[config.mk]
export PLATFORM = sky130hd
export DESIGN_NAME = nr_recip_div
export DESIGN_NICKNAME = d
export VERILOG_FILES = /design/src/rtl/nr_div_pkg.sv /design/src/rtl/nr_div_lzc.sv /design/src/rtl/nr_div_mul.sv /design/src/rtl/nr_recip_div.sv
export SDC_FILE = /design/constraint.sdc
export NUM_CORES = 2
export LEC_CHECK = 0
export ABC_AREA = 0
export BUFFER_PORTS_ARGS = -buffer_cell sky130_fd_sc_hd__buf_2
export CAP_MARGIN = 20
export CORE_ASPECT_RATIO = 1.25
export CORE_UTILIZATION = 62
export CTS_CLUSTER_DIAMETER = 80
export CTS_CLUSTER_SIZE = 30
export DETAILED_ROUTE_END_ITERATION = 10
export PLACE_DENSITY = 0.75
export RECOVER_POWER = 25
export SYNTH_ARGS = -nofsm -noshare
export SYNTH_HDL_FRONTEND = slang
export SYNTH_SLANG_ARGS = --single-unit
export TNS_END_PERCENT = 50
[constraint.sdc]
create_clock -name clk -period 15.48 [get_ports clk]
set_input_delay 3.096 -clock clk [delete_from_list [all_inputs] [get_ports clk]]
set_output_delay 3.096 -clock clk [all_outputs]
set_load 0.01 [all_outputs]
[src/rtl/nr_div_pkg.sv]
package nr_div_pkg;

    typedef enum logic [2:0] {
        ST_IDLE = 3'd0,
        ST_NORM = 3'd1,
        ST_ITER = 3'd2,
        ST_MULQ = 3'd3,
        ST_FIX  = 3'd4,
        ST_DONE = 3'd5
    } div_state_e;

endpackage

[src/rtl/nr_div_lzc.sv]
module nr_div_lzc #(
    parameter int W  = 16,
    parameter int CW = $clog2(W)
) (
    input  logic [W-1:0]  vec,
    output logic [CW-1:0] zeros
);

    // Highest set bit wins; the result is unused when vec is zero.
    always_comb begin
        zeros = '0;
        for (int i = 0; i < W; i++) begin
            if (vec[i]) begin
                zeros = CW'(W - 1 - i);
            end
        end
    end

endmodule

[src/rtl/nr_div_mul.sv]
module nr_div_mul #(
    parameter int W = 38
) (
    input  logic [W-1:0]   op_x,
    input  logic [W-1:0]   op_y,
    output logic [2*W-1:0] prod
);

    assign prod = {{W{1'b0}}, op_x} * {{W{1'b0}}, op_y};

endmodule

[src/rtl/nr_recip_div.sv]
module nr_recip_div #(
    parameter int DW    = 16,
    parameter int FRAC  = 36,
    parameter int ITERS = 4
) (
    input  logic          clk,
    input  logic          rst_n,
    input  logic          start,
    input  logic [DW-1:0] dividend,
    input  logic [DW-1:0] divisor,
    output logic [DW-1:0] quotient,
    output logic          done,
    output logic          div_zero
);
    import nr_div_pkg::*;

    localparam int MW  = FRAC + 2;           // Q2.FRAC reciprocal width
    localparam int PW  = 2 * MW;             // shared product width
    localparam int LZW = $clog2(DW);
    localparam int CNW = $clog2(ITERS) + 1;
    localparam int SHW = $clog2(PW + 1);
    localparam int RW  = 2 * DW + 3;         // signed remainder width
    localparam int XW  = 2 * DW + 2;         // width for assertion products
    localparam logic [MW-1:0] TWO    = {2'b10, {FRAC{1'b0}}};
    localparam logic [MW-1:0] SEED_K = MW'((64'd29142 << FRAC) / 64'd10000);

    typedef struct packed {
        div_state_e     st;
        logic           phase;
        logic [CNW-1:0] cnt;
        logic [DW-1:0]  a;
        logic [DW-1:0]  b;
        logic [LZW-1:0] lz;
        logic [MW-1:0]  dq;
        logic [MW-1:0]  q;
        logic [MW-1:0]  e;
        logic [DW:0]    quot;
        logic           err;
    } div_regs_t;

    div_regs_t      s_d, s_q;
    logic [LZW-1:0] lz_w;
    logic [DW-1:0]  b_norm;
    logic [MW-1:0]  mul_x, mul_y, two_minus_e, prod_hi;
    logic [PW-1:0]  prod;
    logic [SHW-1:0] sh_w;
    logic [RW-1:0]  rem;

    nr_div_lzc #(.W(DW), .CW(LZW)) lzc_i (.vec(s_q.b), .zeros(lz_w));
    nr_div_mul #(.W(MW)) mul_i (.op_x(mul_x), .op_y(mul_y), .prod(prod));

    assign b_norm      = s_q.b << lz_w;
    assign two_minus_e = TWO - s_q.e;
    assign prod_hi     = MW'(prod >> FRAC);
    assign sh_w        = SHW'(FRAC + DW) - SHW'(s_q.lz);
    assign rem         = RW'(s_q.a) - RW'(prod);

    // Operand routing for the single multiplier
    always_comb begin
        mul_x = '0;
        mul_y = '0;
        case (s_q.st)
            ST_ITER: begin
                mul_x = s_q.q;
                mul_y = s_q.phase ? two_minus_e : s_q.dq;
            end
            ST_MULQ: begin
                mul_x = s_q.q;
                mul_y = MW'(s_q.a);
            end
            ST_FIX: begin
                mul_x = MW'(s_q.quot);
                mul_y = MW'(s_q.b);
            end
            default: ;
        endcase
    end

    // Next-state computation
    always_comb begin
        s_d = s_q;
        case (s_q.st)
            ST_IDLE: begin
                if (start) begin
                    s_d.a   = dividend;
                    s_d.b   = divisor;
                    s_d.err = 1'b0;
                    if (divisor == '0) begin
                        s_d.quot = {1'b0, {DW{1'b1}}};
                        s_d.err  = 1'b1;
                        s_d.st   = ST_DONE;
                    end else begin
                        s_d.st = ST_NORM;
                    end
                end
            end
            ST_NORM: begin
                s_d.lz    = lz_w;
                s_d.dq    = MW'(b_norm) << (FRAC - DW);
                s_d.q     = SEED_K - (s_d.dq << 1);
                s_d.cnt   = '0;
                s_d.phase = 1'b0;
                s_d.st    = ST_ITER;
            end
            ST_ITER: begin
                if (!s_q.phase) begin
                    s_d.e     = prod_hi;
                    s_d.phase = 1'b1;
                end else begin
                    s_d.q     = prod_hi;
                    s_d.phase = 1'b0;
                    s_d.cnt   = s_q.cnt + 1'b1;
                    if (s_q.cnt == CNW'(ITERS - 1)) begin
                        s_d.st = ST_MULQ;
                    end
                end
            end
            ST_MULQ: begin
                s_d.quot = (DW+1)'(prod >> sh_w);
                s_d.st   = ST_FIX;
            end
            ST_FIX: begin
                if (rem[RW-1]) begin
                    s_d.quot = s_q.quot - 1'b1;
                end else if (rem >= RW'(s_q.b)) begin
                    s_d.quot = s_q.quot + 1'b1;
                end
                s_d.st = ST_DONE;
            end
            ST_DONE: s_d.st = ST_IDLE;
            default: s_d.st = ST_IDLE;
        endcase
    end

    always_ff @(posedge clk or negedge rst_n) begin
        if (!rst_n) begin
            s_q <= '0;
        end else begin
            s_q <= s_d;
        end
    end

    assign quotient = s_q.quot[DW-1:0];
    assign done     = (s_q.st == ST_DONE);
    assign div_zero = s_q.err;

    AST_DONE_SINGLE: assert property (@(posedge clk) disable iff (!rst_n)
        done |=> !done);
    AST_ZERO_ALL_ONES: assert property (@(posedge clk) disable iff (!rst_n)
        (done && div_zero) |-> (quotient == {DW{1'b1}}));
    AST_FLOOR_LOW: assert property (@(posedge clk) disable iff (!rst_n)
        (done && !div_zero) |-> (XW'(quotient) * XW'(s_q.b) <= XW'(s_q.a)));
    AST_FLOOR_HIGH: assert property (@(posedge clk) disable iff (!rst_n)
        (done && !div_zero) |-> ((XW'(quotient) + 1'b1) * XW'(s_q.b) > XW'(s_q.a)));
    AST_OPERANDS_HELD: assert property (@(posedge clk) disable iff (!rst_n)
        (s_q.st == ST_ITER || s_q.st == ST_MULQ || s_q.st == ST_FIX)
        |-> ($stable(s_q.a) && $stable(s_q.b)));
    AST_NORM_TOP_BIT: assert property (@(posedge clk) disable iff (!rst_n)
        (s_q.st == ST_ITER) |-> s_q.dq[FRAC-1]);

endmodule

Yosys cells after proc, flatten, opt, wreduce, memory -nomap -nowiden --
Cells that the tools add are included.
Cells by class: div/mod/pow operators 0, equality and inequality tests 11, reduce and logical (&&, ||, !) cells 10, multiply operators 1, order comparisons 1, bitwise logic cells 1, $add $sub $neg 7, muxes and demuxes 34, shift-type cells 2
Operators by type and width (number):
- case mux 38 bit (2 select lines) | 2
- case mux 38 bit (3 select lines) | 1
- multiplier 38 x 38 -> 76 bit | 1
- 2-to-1 mux 38 bit | 2
- right shift 76 x 7 -> 17 bit | 1
- 2-to-1 mux 4 bit | 16
- case mux 17 bit (3 select lines) | 1
- subtractor 38 x 37 -> 38 bit, first input constant | 1
- subtractor 38 bit, first input constant | 1
- 2-to-1 mux 18 bit | 2
- greater-or-equal comparator 35 x 16 -> 1 bit | 1
- subtractor 16 x 35 -> 35 bit | 1
- 2-to-1 mux 17 bit | 2
- adder 17 x 1 -> 17 bit, second input constant | 1
- subtractor 17 x 1 -> 17 bit, second input constant | 1
- zero test 16 bit | 1
- << shifter 16 x 4 -> 16 bit | 1
- 2-to-1 mux 3 bit | 5
- case mux 3 bit (5 select lines) | 1
- equality test 3 x 2 -> 1 bit, second input constant | 3
- inequality test 2 bit, second input constant | 4
- case mux 4 bit (2 select lines) | 1
- subtractor 6 x 4 -> 7 bit, first input constant | 1
- equality test 3 bit, second input constant | 2
- other kinds (12) | 14
Word-level totals: output and inout bits 18, memory bits (read-only) 0, register bits 153, bits in latches 0, word-level logic and storage cells 78, RAM bits 0, input bits 35, memories 0

Depth between registers and ports, before layout --
depth after elaboration 19, gate-level depth with buffers 52, gate-level depth less buffers 50

Hierarchy --
From an unflattened synthesis, not the netlist that was laid out.
Second synthesis, totals: cells, all modules 6751, area, all modules 58980.3 µm²
Modules (own cells, without submodules):
- nr_div_mul | cells each 5171, seq. area each 0.0 µm², area an instance 46029.1 µm², times used 1
- nr_recip_div | cells each 1549, seq. area each 3828.7 µm², area an instance 12772.2 µm², times used 1
- nr_div_lzc | cells each 31, seq. area each 0.0 µm², area an instance 178.9 µm², times used 1

Least setup slack after synthesis --
OpenSTA, ideal clock, no wires.
kind reg2reg, start reg s_q[20] (netlist name), end reg s_q[17] (netlist name), slack 2.771 ns, setup time 0.080 ns, required time 15.400 ns, cell stages (with the launch flop) 47, arrival time 12.629 ns, buffers on the path 2, cells stage by stage dfrtp_1 or4_1 or4_1 clkbuf_1 or2_2 nor3b_2 nand2_1 xor2_1 mux2_2 and2_1 clkbuf_1 nand2_1 fa_1 inv_1 fa_1 fa_1 inv_1 fa_1 (+11 left out) o22a_1 nand2_1 xnor2_1 and4_1 nand3_1 xnor2_1 ha_1 a21o_1 a21o_1 a21o_1 a21o_1 a21o_1 a21o_1 a221o_2 a31oi_1 nor3_1 o31a_1 o211ai_2
On the way: cells in the longest elaborated chain, start to end 8, elaborated cells between the ends (all ways) 11, classes of those cells 2 x add/sub; 1 x mul; 1 x order compare; 1 x eq/ne; 1 x shift; 4 x mux; 1 x reduce/logical
Ends and longest elaborated chain:
- start, declared | line nr_recip_div.sv:41 | div_regs_t s_d, s_q;
- start signal, assigned | line nr_recip_div.sv:137 | s_q <= '0;
- start signal, assigned | line nr_recip_div.sv:139 | s_q <= s_d;
- subtractor 38 bit (*) | line nr_recip_div.sv:53 | assign two_minus_e = TWO - s_q.e;
- 2-to-1 mux 38 bit (*) | line nr_recip_div.sv:65 | mul_y = s_q.phase ? two_minus_e : s_q.dq;
- case mux 38 bit (3 select lines) (*) | line nr_recip_div.sv:62 | case (s_q.st)
- multiplier 38 x 38 -> 76 bit (*) | line nr_div_mul.sv:9 | assign prod = {{W{1'b0}}, op_x} * {{W{1'b0}}, op_y};
- subtractor 16 x 35 -> 35 bit | line nr_recip_div.sv:56 | assign rem = RW'(s_q.a) - RW'(prod);
- greater-or-equal comparator 35 x 16 -> 1 bit | line nr_recip_div.sv:125 | end else if (rem >= RW'(s_q.b)) begin
- inequality test 3 bit (no source line)
- AND reduction 4 bit (no source line)
Mark *: on every way between the ends. The rest lies on a longest branch, timed or not. A chain may end at the register's enable or synchronous reset.

Final worst setup path --
start reg s_q[173] (netlist name), end reg s_q[17] (netlist name)
On the way: cells in the longest elaborated chain, start to end 8, elaborated cells between the ends (all ways) 18, classes of those cells 1 x add/sub; 1 x mul; 1 x order compare; 6 x eq/ne; 1 x shift; 4 x mux; 4 x reduce/logical
Ends and longest elaborated chain (line):
- equality test 3 x 2 -> 1 bit, on equally long branches | nr_recip_div.sv:62, nr_recip_div.sv:82
- OR reduction 2 bit (no source line)
- case mux 38 bit (2 select lines) | nr_recip_div.sv:62
- multiplier 38 x 38 -> 76 bit | nr_div_mul.sv:9
- subtractor 16 x 35 -> 35 bit | nr_recip_div.sv:56
- greater-or-equal comparator 35 x 16 -> 1 bit | nr_recip_div.sv:125
- inequality test 3 bit (no source line)
- AND reduction 4 bit (no source line)
Parallel ways exist; a longest one is shown, timed or not.

==> results.yml <==
outcome:
  outcome: "complete, but fails checks"
  violations: "capacitance limit, slew limit"
cts:
  worstSkewPairLatency_ps: 460
  ctsResizeCount: 0
  htreeDepth: 4
  clockBufferDepth: 2
  cts_tree: "yes"
  cts_sinks: 153
  cts_hold_buf: 0
  clockRootBuffer: "clkbuf_16"
  postCtsSetupBuffers: 0
  numCtsBuffers: 17
  cts.clk_slew.worst_paths_ps: 70
yosys:
  yosys_warnings: 0
  synth_nets: 8669
  synth_seq_cells: 153
  synth_ff_type: "dfrtp_1"
  synth-edff-count: 0
  synth_cells: 6973
  seq_area_frac_synth_pct: 6.53
  synth_area_per_cell_sq_um: 8.41
  synth_cell_type_count: 98
  ys_async_sr_fraction_pct: 100
  syn-cell-area_sq_um: 58600
floorplanning:
  dieArea_sq_um: 95800
  core_sq_um: 93400
  die_y_microns: 346
  fp-row-count: 125
  start_util_pct: 62.8
  io_pins: 53
  die-width_microns: 277
sta:
  finClkSkew_ps: 16.1
  tightest_slew_ps: 5340
  min_period_ps: 14000
  whs_ps: 504
  slew_viol_final: 93
  hold_viol: 0
  setup_violations: 0
  fin_crit_sh_pct: 90.4
  rsz0062_at_grt: "no"
  fin_setup_tns_ps: 0
  maxSlewHeadroom_pct: -256
  timing.fmax_ghz: 0.0714
min_path:
  min_path_type: "flop to flop"
setup_path:
  startpoint_type: "flop"
  crit_path_end_kind: "flop"
  crit_slowest_cell: "and2_0"
  crit_path_frequent_cell: "fa_1"
  r2r_slack_ps: 1480
  criticalPathCategory: "flop to flop"
  cp.required_ps: 15860
  arrival_ps: 14380
  crit_fanout: 23
  critical-path-max-stage-delay_ps: 830
grt:
  antenna_found_initial: 7
  grt_use_total_pct: 47.3
  grt_pass1_wl_mm: 331
  overflow: 0
  grt_max_degree: 93
  grt_pass1_vias: 53400
route:
  drt_pass1_iterations: 6
  wl_per_cell_microns: 27.4
  vias: 50500
  drt_wl_total_mm: 219
  route.detailed.drc: 0
  first_iter_violations: 5577
  postRouteAntennaNets: 0
  vias_per_cell: 6.33
place:
  dp_cells: 7938
  dp_hpwl_mm: 173
  place_area_sq_um: 59900
  place_congestion: 1.07
  io_buffers: 52
cells_and_area:
  final_cell_mix: "inv_1, fa_1, nand2_1"
  nets: 8450
  drive_above_1_share_pct: 5.45
  final_common_cell: "inv_1"
  fin_area_sq_um: 60500
  synthToLayoutAreaGrowth_pct: 3.24
  finalNonFillerCells: 7977
job:
  maxCapViolations: 1
cells in the mapped netlist (8+ instances only):
cell type	count	area [sq um]
xnor2_1	90	788
o211ai_1	27	203
nor2b_1	16	100
inv_1	1346	5050
a211oi_1	27	203
nor3_1	79	395
o21a_1	32	240
a21boi_0	9	67.6
nand3_1	65	325
xor2_1	57	499
fa_1	1294	25900
a31oi_1	30	188
nand2b_1	17	106
ha_1	367	4590
nor4_1	27	169
o2111ai_1	8	70.1
mux2_2	38	428
nor2_1	639	2400
buf_1	30	113
and2_1	61	382
mux4_2	19	428
nand2_1	1285	4820
a21oi_1	172	861
o21ai_1	10	50.1
mux2i_1	58	581
buf_2	8	40.0
o21bai_1	17	128
nand4_1	38	238
and3_1	16	100
a22oi_1	35	263
o22ai_1	8	50.1
or3_1	22	138
clkbuf_1	380	1430
o32a_1	10	100
a21o_1	55	413
a221oi_1	9	78.8
a22o_1	16	140
or2_2	9	56.3
o21ai_0	219	1100
o31ai_1	12	90.1
buf_4	18	135
dfrtp_1	153	3830
cells by family (layout without fill, tap and decap cells):
kind of cell	count (synthesis)	in the layout	synth area share, %
AND/OR/NAND/NOR	2310	2310	16.3
flip-flops	153	153	6.53
adder cells (fa/ha/maj)	1661	1661	52.0
buffers and inverters	1792	1585	11.6
multiplexers	115	115	2.45
XOR/XNOR	147	147	2.20
AO/OA/AOI/OAI	795	795	8.86
other	0	5	0
critical path, delay by kind of cell, from the launching register on:
| family | cells | cell delay [ps] |
|---|---|---|
| adder cells (fa/ha/maj) | 10 | 4640 |
| AND/OR/NAND/NOR | 12 | 3720 |
| AO/OA/AOI/OAI | 11 | 2380 |
| buffers and inverters | 9 | 1840 |
| XOR/XNOR | 2 | 800 |
| flip-flops | 1 | 490 |
sequential cells by signal (all words and copies together) (netlist names):
register	count
div_zero	1
s_q	136
quotient	16
path summary, 6_finish.rpt:
kind,cells after the start,startpoint,end
max,44,s_q[173],s_q[17]
min,2,s_q[170],s_q[170]
max reg2reg,44,s_q[173],s_q[17]
min reg2reg,2,s_q[170],s_q[170]
max in group asynchronous,1,rst_n,s_q[78]
min in group asynchronous,1,rst_n,quotient[7]
layout make-up:
cell class | instances | area, sq um
antenna | 5 | 12.5
clock buffer | 21 | 450
clock inverter | 10 | 96.3
fill | 8036 | 32800
inverter | 1347 | 5060
multi-input combinational | 5028 | 48100
sequential | 153 | 3830
tap | 1206 | 1510
timing repair buffer | 207 | 1450
through the flow:
step / util, % / setup slack (ps)
5_1_grt: 64.8 / 930
6_report: 64.8 / 1480
3_3_place_gp: 64.2 / 1900
4_1_cts: 64.8 / 1840
3_5_place_dp: 64.2 / 1900
2_1_floorplan: - / 2770
routing by layer:
metal	track usage [%]	share of wire, %	vias to the layer above
li1	-	-	20900
met1	55.2	33	25100
met2	73.0	44	3433
met3	14.1	12	1027
met4	37.5	10	2
met5	0	0.0064	-
Power is left out: the tool's default activity adds up to more than one toggle a clock period on the data nets, which glitch-free logic cannot reach.
